**src/rtl/psram_rd_pkg.sv**
```systemverilog
`timescale 1ns/1ps
package psram_rd_pkg;

  typedef enum logic [1:0] {ST_IDLE, ST_RAND, ST_PAGE, ST_GAP} rd_state_t;

  function automatic int imax(input int a, input int b);
    return (a > b) ? a : b;
  endfunction

  // minimum limits: round up to whole cycles
  function automatic int ns_up(input int ns, input int clk_ns);
    return (ns + clk_ns - 1) / clk_ns;
  endfunction

  // maximum limits: round down to whole cycles
  function automatic int ns_dn(input int ns, input int clk_ns);
    return ns / clk_ns;
  endfunction

  function automatic int oe_start(input int clk_ns, input int vpl_ns, input int aso_ns);
    return imax(imax(ns_up(vpl_ns, clk_ns), ns_up(aso_ns, clk_ns)), 1);
  endfunction

  function automatic int rand_cycles(input int clk_ns, input int rc_ns, input int ba_ns,
                                     input int oe_ns, input int vpl_ns, input int aso_ns,
                                     input int ahv_ns);
    int by_oe;
    int by_adv;
    by_oe  = oe_start(clk_ns, vpl_ns, aso_ns) + ns_up(oe_ns, clk_ns);
    by_adv = ns_up(vpl_ns, clk_ns) + ns_up(ahv_ns, clk_ns);
    return imax(imax(ns_up(rc_ns, clk_ns), ns_up(ba_ns, clk_ns)), imax(by_oe, by_adv));
  endfunction

endpackage

```
**src/rtl/psram_rd_burst.sv**
```systemverilog
`timescale 1ns/1ps
module psram_rd_burst #(
  parameter int AW = 23,
  parameter int LW = 4,
  parameter int PW = 3
) (
  input  logic          clk,
  input  logic          rst_n,
  input  logic          load,
  input  logic [AW-1:0] ld_addr,
  input  logic [LW-1:0] ld_len,
  input  logic          step,
  output logic [AW-1:0] cur_addr,
  output logic          last_word,
  output logic          page_end
);
  logic [LW-1:0] remain;

  always_ff @(posedge clk or negedge rst_n) begin
    if (!rst_n) begin
      cur_addr <= '0;
      remain   <= '0;
    end else if (load) begin
      cur_addr <= ld_addr;
      remain   <= ld_len;
    end else if (step) begin
      cur_addr <= cur_addr + 1'b1;
      remain   <= remain - 1'b1;
    end
  end

  assign last_word = (remain == '0);
  assign page_end  = &cur_addr[PW-1:0];
endmodule

```
**src/rtl/psram_rd_cetimer.sv**
```systemverilog
`timescale 1ns/1ps
module psram_rd_cetimer #(
  parameter int CEMAX_CYC = 200,
  parameter int PAGE_CYC  = 4,
  parameter int CP_CYC    = 3
) (
  input  logic clk,
  input  logic rst_n,
  input  logic ce_n,
  output logic page_fits
);
  localparam int LOW_W = $clog2(CEMAX_CYC + PAGE_CYC + 2);
  localparam int HI_W  = $clog2(CP_CYC + 1) + 1;

  logic [LOW_W-1:0] lo_age;   // edges seen with chip enable low
  logic [HI_W-1:0]  hi_run;   // edges seen with chip enable high, saturating

  always_ff @(posedge clk or negedge rst_n) begin
    if (!rst_n) begin
      lo_age <= '0;
      hi_run <= HI_W'(CP_CYC);
    end else begin
      lo_age <= ce_n ? '0 : ((lo_age == '1) ? lo_age : lo_age + 1'b1);
      if (!ce_n)                        hi_run <= '0;
      else if (hi_run != HI_W'(CP_CYC)) hi_run <= hi_run + 1'b1;
    end
  end

  // one more in-page cycle keeps the low time inside the window
  assign page_fits = (32'(lo_age) + 32'(PAGE_CYC) + 32'd1) <= 32'(CEMAX_CYC);

  a_r7_ce_window: assert property (@(posedge clk) disable iff (!rst_n)
    !ce_n |-> (32'(lo_age) < 32'(CEMAX_CYC)));

  a_r8_ce_high_min: assert property (@(posedge clk) disable iff (!rst_n)
    $fell(ce_n) |-> (32'(hi_run) >= 32'(CP_CYC)));
endmodule

```
**src/rtl/psram_rd_seq.sv**
```systemverilog
`timescale 1ns/1ps
module psram_rd_seq import psram_rd_pkg::*; #(
  parameter int RAND_CYC = 14,
  parameter int PAGE_CYC = 4,
  parameter int CP_CYC   = 3,
  parameter int VPL_CYC  = 2,
  parameter int OE_AT    = 2
) (
  input  logic clk,
  input  logic rst_n,
  input  logic req_valid,
  input  logic last_word,
  input  logic page_end,
  input  logic page_fits,
  output logic req_ready,
  output logic load,
  output logic capture,
  output logic ce_n,
  output logic oe_n,
  output logic adv_n
);
  localparam int LONGEST = imax(imax(RAND_CYC, PAGE_CYC), CP_CYC);
  localparam int SW      = $clog2(LONGEST + 1);

  rd_state_t st, st_d;
  logic [SW-1:0] cnt, cnt_d;
  logic pend, pend_d;
  logic word_done;

  // pin levels that belong to a given state and phase, as {ce_n, oe_n, adv_n}
  function automatic logic [2:0] pins_for(input rd_state_t s, input logic [SW-1:0] c);
    logic ce_on, oe_on, adv_on;
    ce_on  = (s == ST_RAND) || (s == ST_PAGE);
    adv_on = (s == ST_RAND) && (c < SW'(VPL_CYC));
    oe_on  = (s == ST_PAGE) || ((s == ST_RAND) && (c >= SW'(OE_AT)));
    return {~ce_on, ~oe_on, ~adv_on};
  endfunction

  assign word_done = ((st == ST_RAND) && (cnt == SW'(RAND_CYC - 1))) ||
                     ((st == ST_PAGE) && (cnt == SW'(PAGE_CYC - 1)));

  always_comb begin
    st_d   = st;
    cnt_d  = cnt + 1'b1;
    pend_d = pend;
    load   = 1'b0;
    case (st)
      ST_IDLE: begin
        cnt_d = '0;
        if (req_valid) begin
          load = 1'b1;
          st_d = ST_RAND;
        end
      end
      ST_RAND, ST_PAGE: begin
        if (word_done) begin
          cnt_d = '0;
          if (last_word) begin
            st_d   = ST_GAP;
            pend_d = 1'b0;
          end else if (!page_end && page_fits) begin
            st_d = ST_PAGE;
          end else begin
            st_d   = ST_GAP;
            pend_d = 1'b1;
          end
        end
      end
      ST_GAP: begin
        if (cnt == SW'(CP_CYC - 1)) begin
          cnt_d = '0;
          st_d  = pend ? ST_RAND : ST_IDLE;
        end
      end
      default: st_d = ST_IDLE;
    endcase
  end

  always_ff @(posedge clk or negedge rst_n) begin
    if (!rst_n) begin
      st                 <= ST_IDLE;
      cnt                <= '0;
      pend               <= 1'b0;
      {ce_n, oe_n, adv_n} <= 3'b111;
    end else begin
      st                 <= st_d;
      cnt                <= cnt_d;
      pend               <= pend_d;
      {ce_n, oe_n, adv_n} <= pins_for(st_d, cnt_d);
    end
  end

  assign capture   = word_done;
  assign req_ready = (st == ST_IDLE);

  a_r4_adv_opens_ce: assert property (@(posedge clk) disable iff (!rst_n)
    $fell(adv_n) |-> $fell(ce_n));

  a_r4_oe_clear_of_adv: assert property (@(posedge clk) disable iff (!rst_n)
    !oe_n |-> adv_n);

  a_r2_ready_when_closed: assert property (@(posedge clk) disable iff (!rst_n)
    req_ready |-> (ce_n && oe_n));
endmodule

```
**src/rtl/psram_page_rd.sv**
```systemverilog
`timescale 1ns/1ps
module psram_page_rd import psram_rd_pkg::*; #(
  parameter int AW          = 23,
  parameter int LW          = 4,
  parameter int PW          = 3,
  parameter int CLK_NS      = 5,
  parameter int T_RC_NS     = 70,
  parameter int T_BA_NS     = 30,
  parameter int T_OE_NS     = 40,
  parameter int T_PRC_NS    = 20,
  parameter int T_PAA_NS    = 20,
  parameter int T_VPL_NS    = 10,
  parameter int T_AHV_NS    = 5,
  parameter int T_ASO_NS    = 10,
  parameter int T_CP_NS     = 15,
  parameter int T_CE_MAX_NS = 1000
) (
  input  logic          clk,
  input  logic          rst_n,
  input  logic          req_valid,
  output logic          req_ready,
  input  logic [AW-1:0] req_addr,
  input  logic [LW-1:0] req_len,
  output logic [AW-1:0] mem_addr,
  output logic          mem_ce_n,
  output logic          mem_oe_n,
  output logic          mem_adv_n,
  output logic          mem_lb_n,
  output logic          mem_ub_n,
  input  logic [15:0]   mem_dq,
  output logic          rd_valid,
  output logic [15:0]   rd_data,
  output logic [AW-1:0] rd_addr,
  output logic          rd_last
);
  localparam int RAND_CYC  = rand_cycles(CLK_NS, T_RC_NS, T_BA_NS, T_OE_NS,
                                         T_VPL_NS, T_ASO_NS, T_AHV_NS);
  localparam int PAGE_CYC  = imax(imax(ns_up(T_PRC_NS, CLK_NS), ns_up(T_PAA_NS, CLK_NS)), 1);
  localparam int CP_CYC    = imax(ns_up(T_CP_NS, CLK_NS), 1);
  localparam int VPL_CYC   = imax(ns_up(T_VPL_NS, CLK_NS), 1);
  localparam int OE_AT     = oe_start(CLK_NS, T_VPL_NS, T_ASO_NS);
  localparam int CEMAX_CYC = ns_dn(T_CE_MAX_NS, CLK_NS);

  logic load, capture, last_word, page_end, page_fits;
  logic [AW-1:0] cur_addr;

  psram_rd_burst #(.AW(AW), .LW(LW), .PW(PW)) u_burst (
    .clk(clk), .rst_n(rst_n), .load(load), .ld_addr(req_addr), .ld_len(req_len),
    .step(capture), .cur_addr(cur_addr), .last_word(last_word), .page_end(page_end)
  );

  psram_rd_cetimer #(.CEMAX_CYC(CEMAX_CYC), .PAGE_CYC(PAGE_CYC), .CP_CYC(CP_CYC)) u_cetimer (
    .clk(clk), .rst_n(rst_n), .ce_n(mem_ce_n), .page_fits(page_fits)
  );

  psram_rd_seq #(
    .RAND_CYC(RAND_CYC), .PAGE_CYC(PAGE_CYC), .CP_CYC(CP_CYC),
    .VPL_CYC(VPL_CYC), .OE_AT(OE_AT)
  ) u_seq (
    .clk(clk), .rst_n(rst_n), .req_valid(req_valid), .last_word(last_word),
    .page_end(page_end), .page_fits(page_fits), .req_ready(req_ready), .load(load),
    .capture(capture), .ce_n(mem_ce_n), .oe_n(mem_oe_n), .adv_n(mem_adv_n)
  );

  assign mem_addr = cur_addr;
  assign mem_lb_n = mem_ce_n;
  assign mem_ub_n = mem_ce_n;

  always_ff @(posedge clk or negedge rst_n) begin
    if (!rst_n) begin
      rd_valid <= 1'b0;
      rd_data  <= '0;
      rd_addr  <= '0;
      rd_last  <= 1'b0;
    end else begin
      rd_valid <= capture;
      rd_last  <= capture && last_word;
      if (capture) begin
        rd_data <= mem_dq;
        rd_addr <= cur_addr;
      end
    end
  end

  a_r5_upper_hold: assert property (@(posedge clk) disable iff (!rst_n)
    (!mem_ce_n && $past(!mem_ce_n)) |-> (mem_addr[AW-1:PW] == $past(mem_addr[AW-1:PW])));

  a_r3_last_tagged: assert property (@(posedge clk) disable iff (!rst_n)
    rd_last |-> rd_valid);
endmodule

```
**config.mk**
```make
export PLATFORM = sky130hd
export DESIGN_NAME = psram_page_rd
export DESIGN_NICKNAME = d
export VERILOG_FILES = /design/src/rtl/psram_rd_pkg.sv /design/src/rtl/psram_rd_burst.sv /design/src/rtl/psram_rd_cetimer.sv /design/src/rtl/psram_rd_seq.sv /design/src/rtl/psram_page_rd.sv
export SDC_FILE = /design/constraint.sdc
export NUM_CORES = 1
export LEC_CHECK = 0
export ABC_AREA = 1
export BUFFER_PORTS_ARGS = -buffer_cell sky130_fd_sc_hd__buf_2
export CAP_MARGIN = 20
export CELL_PAD_IN_SITES_DETAIL_PLACEMENT = 0
export CELL_PAD_IN_SITES_GLOBAL_PLACEMENT = 1
export CORE_MARGIN = 2
export CORE_UTILIZATION = 25
export CTS_CLUSTER_SIZE = 16
export DETAILED_ROUTE_END_ITERATION = 10
export PLACE_DENSITY_LB_ADDON = 0.1
export SYNTH_ARGS = -nofsm -noshare
export SYNTH_HDL_FRONTEND = slang
export SYNTH_SLANG_ARGS = --single-unit
```
**constraint.sdc**
```tcl
create_clock -name clk -period 2.8 [get_ports clk]
set_input_delay 0.28 -clock clk [delete_from_list [all_inputs] [get_ports clk]]
set_output_delay 0.28 -clock clk [all_outputs]
set_load 0.1 [all_outputs]
```
# --- Yosys cells after proc, flatten, opt, wreduce, memory -nomap -nowiden ---
# Cells that the tools add are included.
totals:
  latchBits: 0
  ramBits: 0
  n_memories: 0
  out_inout_bits: 70
  regBits: 86
  in_bits: 46
  mem_bits_ro: 0
op_classes:
  shifts: 0
  bitwise_logic: 3
  mul: 0
  n_eq_ne: 11
  n_mux: 20
  reduce_logical: 16
  order_cmp: 3
  n_div: 0
  addsub: 6
ops:
  columns: ["cell", "count"]
  rows:
  - ["$mux 23", 2]
  - ["$add 32x1->32 const B", 1]
  - ["$le 32x8->1 const B", 1]
  - ["$add 23x1->23 const B", 1]
  - ["$mux 4", 4]
  - ["$mux 8", 2]
  - ["$pmux 4 s3", 1]
  - ["$add 8x3->9 const B", 1]
  - ["$add 8x1->8 const B", 1]
  - ["$eq 4x2->1 const B", 2]
  - ["$eq 8x8->1 const B", 1]
  - ["$mux 2", 4]
  - ["$eq 2x2->1 const B", 3]
  - ["$logic_and 1x1->1", 6]
  - ["$mux 1", 6]
  - ["$pmux 2 s3", 1]
  - ["$reduce_and 3->1", 2]
  - ["$add 4x1->4 const B", 1]
  - ["$eq 2x1->1 const B", 2]
  - ["$eq 4x4->1 const B", 1]
  - ["$ge 4x2->1 const B", 1]
  - ["$logic_not 4->1", 1]
  - ["$lt 4x2->1 const B", 1]
  - ["$sub 4x1->4 const B", 1]
  - ["8 further kinds", 12]

# --- Logic depth before layout (Yosys ltp) ---
depth:
  depth_word: 12
  depth_mapped: 18
  mapped_depth_nobuf: 18

# --- Modules after synthesis ---
# Synthesis repeated with hierarchy kept, for this count alone.
hier_totals:
  hier_cells: 581
  hier_area_um2: 4650.7
by_module_without_submodules:
  columns: ["mod", "seq_area_each_um2", "n_inst", "area_each_um2", "cells_each"]
  rows:
  - ["psram_rd_burst", 675.6, 1, 1846.8, 245]
  - ["psram_page_rd", 1026.0, 1, 1549.0, 172]
  - ["psram_rd_seq", 254.0, 1, 705.7, 85]
  - ["psram_rd_cetimer", 200.2, 1, 549.3, 79]

# --- Worst setup path before layout ---
# No wires, ideal clock.
synth_path:
  path_type: "reg-to-reg"
  start: "register u_seq.st[1]"
  end: "register u_burst.cur_addr[6]"
  path_slack_ns: 0.314
  arrival_time_ns: 2.391
  setup_time_ns: 0.096
  synth_period_minus_slack_ns: 2.486
  stages_incl_launch_ff: 9
  path_cell_list: "dfrtp_1 inv_1 ha_1 nand2_1 inv_1 buf_4 buf_1 a22oi_1 o31ai_1"
synth_between:
  word_cells_on_any_way: 9
  classes_between: "eq/ne (2); mux (2); reduce/logical (5)"
synth_rtl:
  columns: ["item", "line", "rtl"]
  rows:
  - ["start, declared", "psram_rd_seq.sv:25", "rd_state_t st, st_d;"]
  - ["start signal, assigned", "psram_rd_seq.sv:86", "st <= st_d;"]
  - ["$logic_not 2->1 *", null, null]
  - ["via req_ready", "psram_page_rd.sv:21", "output logic req_ready,"]
  - ["$mux 1 *", "psram_rd_seq.sv:47", "case (st)"]
  - ["$mux 23 / $reduce_bool 2->1 (equally long branches)", null, null]
  - ["end signal, assigned", "psram_rd_burst.sv:24", "cur_addr <= ld_addr;"]
  - ["end signal, assigned", "psram_rd_burst.sv:27", "cur_addr <= cur_addr + 1'b1;"]
  - ["end, declared", "psram_rd_burst.sv:13", "output logic [AW-1:0] cur_addr,"]
# The timed path passes the listed nets; every way through them passes the cells marked *.
# A chain may end at the register's enable or synchronous reset.

# --- Worst setup path in the final report ---
layout_path:
  start: "register u_cetimer.lo_age[2]"
  end: "register u_seq.oe_n"
layout_between:
  elab_chain_cells: 12
  word_cells_on_any_way: 13
  classes_between: "add/sub (2); order compare (1); eq/ne (2); mux (4); bitwise (1); reduce/logical (3)"
layout_lines:
  columns: ["item", "line", "rtl"]
  rows:
  - ["start, declared", "psram_rd_cetimer.sv:15", "logic [LOW_W-1:0] lo_age;"]
  - ["start signal, assigned", "psram_rd_cetimer.sv:23", "lo_age <= ce_n ? '0 : ((lo_age == '1) ? lo_age : lo_age + 1'b1);"]
  - ["$add 8x3->9 *", "psram_rd_cetimer.sv:30", "assign page_fits = (32'(lo_age) + 32'(PAGE_CYC) + 32'd1) <= 32'(CEMAX_CYC);"]
  - ["$add 32x1->32 *", "psram_rd_cetimer.sv:30", null]
  - ["$le 32x8->1 *", "psram_rd_cetimer.sv:30", null]
  - ["$logic_and 1x1->1 *", "psram_rd_seq.sv:61", "end else if (!page_end && page_fits) begin"]
  - ["$mux 1 *", "psram_rd_seq.sv:61", null]
  - ["$mux 2 *", "psram_rd_seq.sv:58", "if (last_word) begin"]
  - ["$mux 2 *", "psram_rd_seq.sv:56", "if (word_done) begin"]
  - ["$pmux 2 s3 *", "psram_rd_seq.sv:47", null]
  - ["via u_seq.st_d[0]", "psram_rd_seq.sv:25", null]
  - ["$eq 2x1->1", "psram_rd_seq.sv:35", "oe_on = (s == ST_PAGE) || ((s == ST_RAND) && (c >= SW'(OE_AT)));"]
  - ["$logic_and 1x1->1", "psram_rd_seq.sv:35", null]
  - ["$logic_or 1x1->1 *", "psram_rd_seq.sv:35", null]
  - ["$not 1->1 *", "psram_rd_seq.sv:36", "return {~ce_on, ~oe_on, ~adv_on};"]
  - ["end signal, assigned", "psram_rd_seq.sv:89", "{ce_n, oe_n, adv_n} <= pins_for(st_d, cnt_d);"]
  - ["end, declared", "psram_rd_seq.sv:19", "output logic oe_n,"]
# Marked as above.

==> out/qor.yml <==
startpoint_type: "register"
internal_power_uw: 2800
combPwrFrac_pct: 47.3
cp_slowest_stage_delay_ps: 490
cts.sinks: 86
initial_core_util_pct: 25.7
max_slew_margin_pct: 62.9
path_cells: "ha_1 -> inv_1 -> nand2_1 -> nand2_1 -> nand3_1 -> nor3_1 -> nor2_1 -> nand2_1 -> nand2_1 -> nand2_2 -> nand2_1 -> nand2_1 -> nand2_1 -> ha_1 -> a21oi_1"
final_cells: 884
use_met1_pct: 20.2
grt_max_degree: 58
fp.coreArea_mm2: 0.0174
fin_tns_setup_ps: 0
holdCritPathClass: "in -> reg"
ir_worst_vdd_uv: 839
ant_nets: 0
fin_crit_sh_pct: 81.0
syn_nets: 605
skew_ps: 8.19
track_usage_pct: 14.2
cellPowerDensity_mw_per_mm2: 1060
gp_congestion: 0.779
postSynthCellCount: 542
slew_viol_final: 0
cp.buffers_inverters: 1
clk_pin_slew_ps: 70
fp.dieW_um: 138
yosysWarnings: 0
max_freq_ghz: 0.441
cap_viol_max_count: 0
grt.busiest_layer: "met2"
cts_tree: "done"
setup_viol: 0
hold_viol: 0
status: "completed"
synth-edff-count: 0
layout_min_cycle_time_ps: 2270
hold_ws_ps: 135
routed_wl_um: 12900
grt_util_met3_pct: 2.98
avgSynthCellArea_um2: 8.26
yosysUniqueCellTypes: 41
portBuffers: 115
ctsHoldBuffers: 1
antenna_cells: 0
worstPathArrival_ps: 2530
drc_errors: 0
required_ps: 3070
numCtsBuffers: 9
rsz0062_at_grt: "false"
power_switching_uw: 3140
num_rows: 48
critPathMaxFanout: 10
syn_area_mm2: 0.00448
seqPwrFrac_pct: 31.0
clock_power_share_pct: 21.7
grt_use_met2_pct: 21.3
grt_pass1_wl_um: 20400
grt_overflow: 0
worst_pin_slew_ps: 557
fill_cells: 1895
cts_root_buffer: "clkbuf_16"
vias: 3852
clock_latency_ps: 340
htreeDepth: 3
dr.pass1.iters: 4
drive_above_1_share_pct: 25.5
ys_ff_latch: 86
ys.flop_type: "dfrtp_1"
async_flop_share_pct: 100
slowest_stage: "dfrtp_1"
dp_cells: 868
wl_per_cell_um: 14.6
path_delay_family: "simple AND/OR/NAND/NOR gates"
dp_hpwl_um: 9730
postCtsSetupBuffers: 0
clockBufferDepth: 2
ys_seq_area_share_pct: 48.2
die-area_mm2: 0.0190
antenna_found_initial: 1
p_sw_share_pct: 52.9
die_y_um: 138
crit_type: "reg -> reg"
nets: 718
drtIter0Drc: 171
cp_common_cell: "nand2_1"
area_growth_pct: 25.3
avgViaCountPerCell: 4.36
p_leak_uw: 0.00275
end_kind: "register"
ioPinCount: 116
grt_pass1_vias: 3749
cts-resized-gates: 0
per-layer routing:
metal / wire length [um] / share of wire [%]
met5: 13 / 0.10
met2: 5610 / 43
met1: 6420 / 50
met3: 731 / 5.6
met4: 176 / 1.4
placed cells by master (no fill, tap or decap), drive strengths merged, types with 3 or more instances in the layout:
master  count
o21ai      47
nor3       15
a22oi       6
clkinv      3
nand3      20
dfstp       3
a21oi      18
buf       122
nor2       46
o211ai      3
xor2       19
nand4       3
dfrtp      83
ha         17
o22ai       7
nand2     163
inv        56
clkbuf     10
Yosys cell counts, types with 2 or more instances:
library cell	count	area share, %
nand4_1	2	0.28
nor3_1	13	1.5
buf_2	4	0.45
o22ai_1	7	0.98
o21bai_1	2	0.34
a21oi_1	18	2.0
o21ai_1	10	1.1
nand2_2	6	0.84
nor2_2	7	0.98
buf_1	5	0.42
ha_1	17	4.8
a31oi_1	2	0.28
buf_4	4	0.67
clkbuf_1	7	0.59
inv_2	8	0.67
a22oi_1	6	1.0
dfrtp_1	83	46
nor2_1	37	3.1
nand3_1	19	2.1
nand2_1	157	13
a311oi_1	2	0.39
a211oi_1	2	0.34
o21ai_0	36	4.0
inv_1	48	4.0
dfstp_2	3	1.8
xor2_1	19	3.7
xnor2_1	2	0.39
o211ai_1	3	0.50
tightest hold or removal path, cell delays in order:
cell	delay (ps)
buf_2	70
nand2_1	40
nand2_1	50
sequential cells by signal, indices dropped and copies added (netlist names):
signal,flops
u_seq.cnt,4
u_seq.pend,1
u_seq.oe_n,1
rd_data,16
u_seq.ce_n,1
u_cetimer.lo_age,8
rd_last,1
u_seq.st,2
u_seq.adv_n,1
rd_addr,23
u_burst.cur_addr,23
u_burst.remain,4
rd_valid,1
cell families after synthesis:
logic type / synth area share [%]
buffers and inverters: 7.07
DFF: 48.2
adders and majority gates: 4.75
xor gates and xnor gates: 4.11
AOI/OAI and AO/OA: 11.9
and+or+nand+nor: 24.0
final cells by class:
type | instances | area (um^2) | area share [%]
Inverter | 57 | 214 | 3.81
Clock buffer | 10 | 229 | 4.08
Tap cell | 225 | 282 | 5.02
Sequential cell | 86 | 2160 | 38.4
Multi-Input combinational cell | 378 | 2000 | 35.7
Timing Repair Buffer | 123 | 641 | 11.4
Clock inverter | 5 | 85.1 | 1.52
worst paths after layout:
path                                     start  cells past startpoint  slack (ps)                   to
max reg2reg                u_cetimer.lo_age[2]                     15         530           u_seq.oe_n
min                                  mem_dq[8]                      3         130           rd_data[8]
max                        u_cetimer.lo_age[2]                     15         530           u_seq.oe_n
min in group asynchronous                rst_n                      2         430  u_cetimer.lo_age[3]
min reg2reg                         rd_data[0]                      2         470           rd_data[0]
max in group asynchronous                rst_n                      3        1610          rd_addr[11]
per-stage QoR:
stage,setup slack (ps),total power [uW],utilization [%],area (um^2)
after CTS,511,6040,32.2,5610
after detailed placement,533,4700,30.4,5290
final,533,5940,32.2,5610
after global placement,591,4690,30.4,5290
after floorplan,314,4100,-,4480
after global routing,240,6320,32.2,5610
power groups by stage:
stage                     Clock [uW]  Sequential [uW]  Combinational, uW
after floorplan                    0             3040               1060
after global placement             0             1860               2830
after detailed placement           0             1870               2840
after CTS                       1350             1840               2840
after global routing            1400             1900               3020
final                           1290             1840               2810
Power figures use the tool's default switching activity.
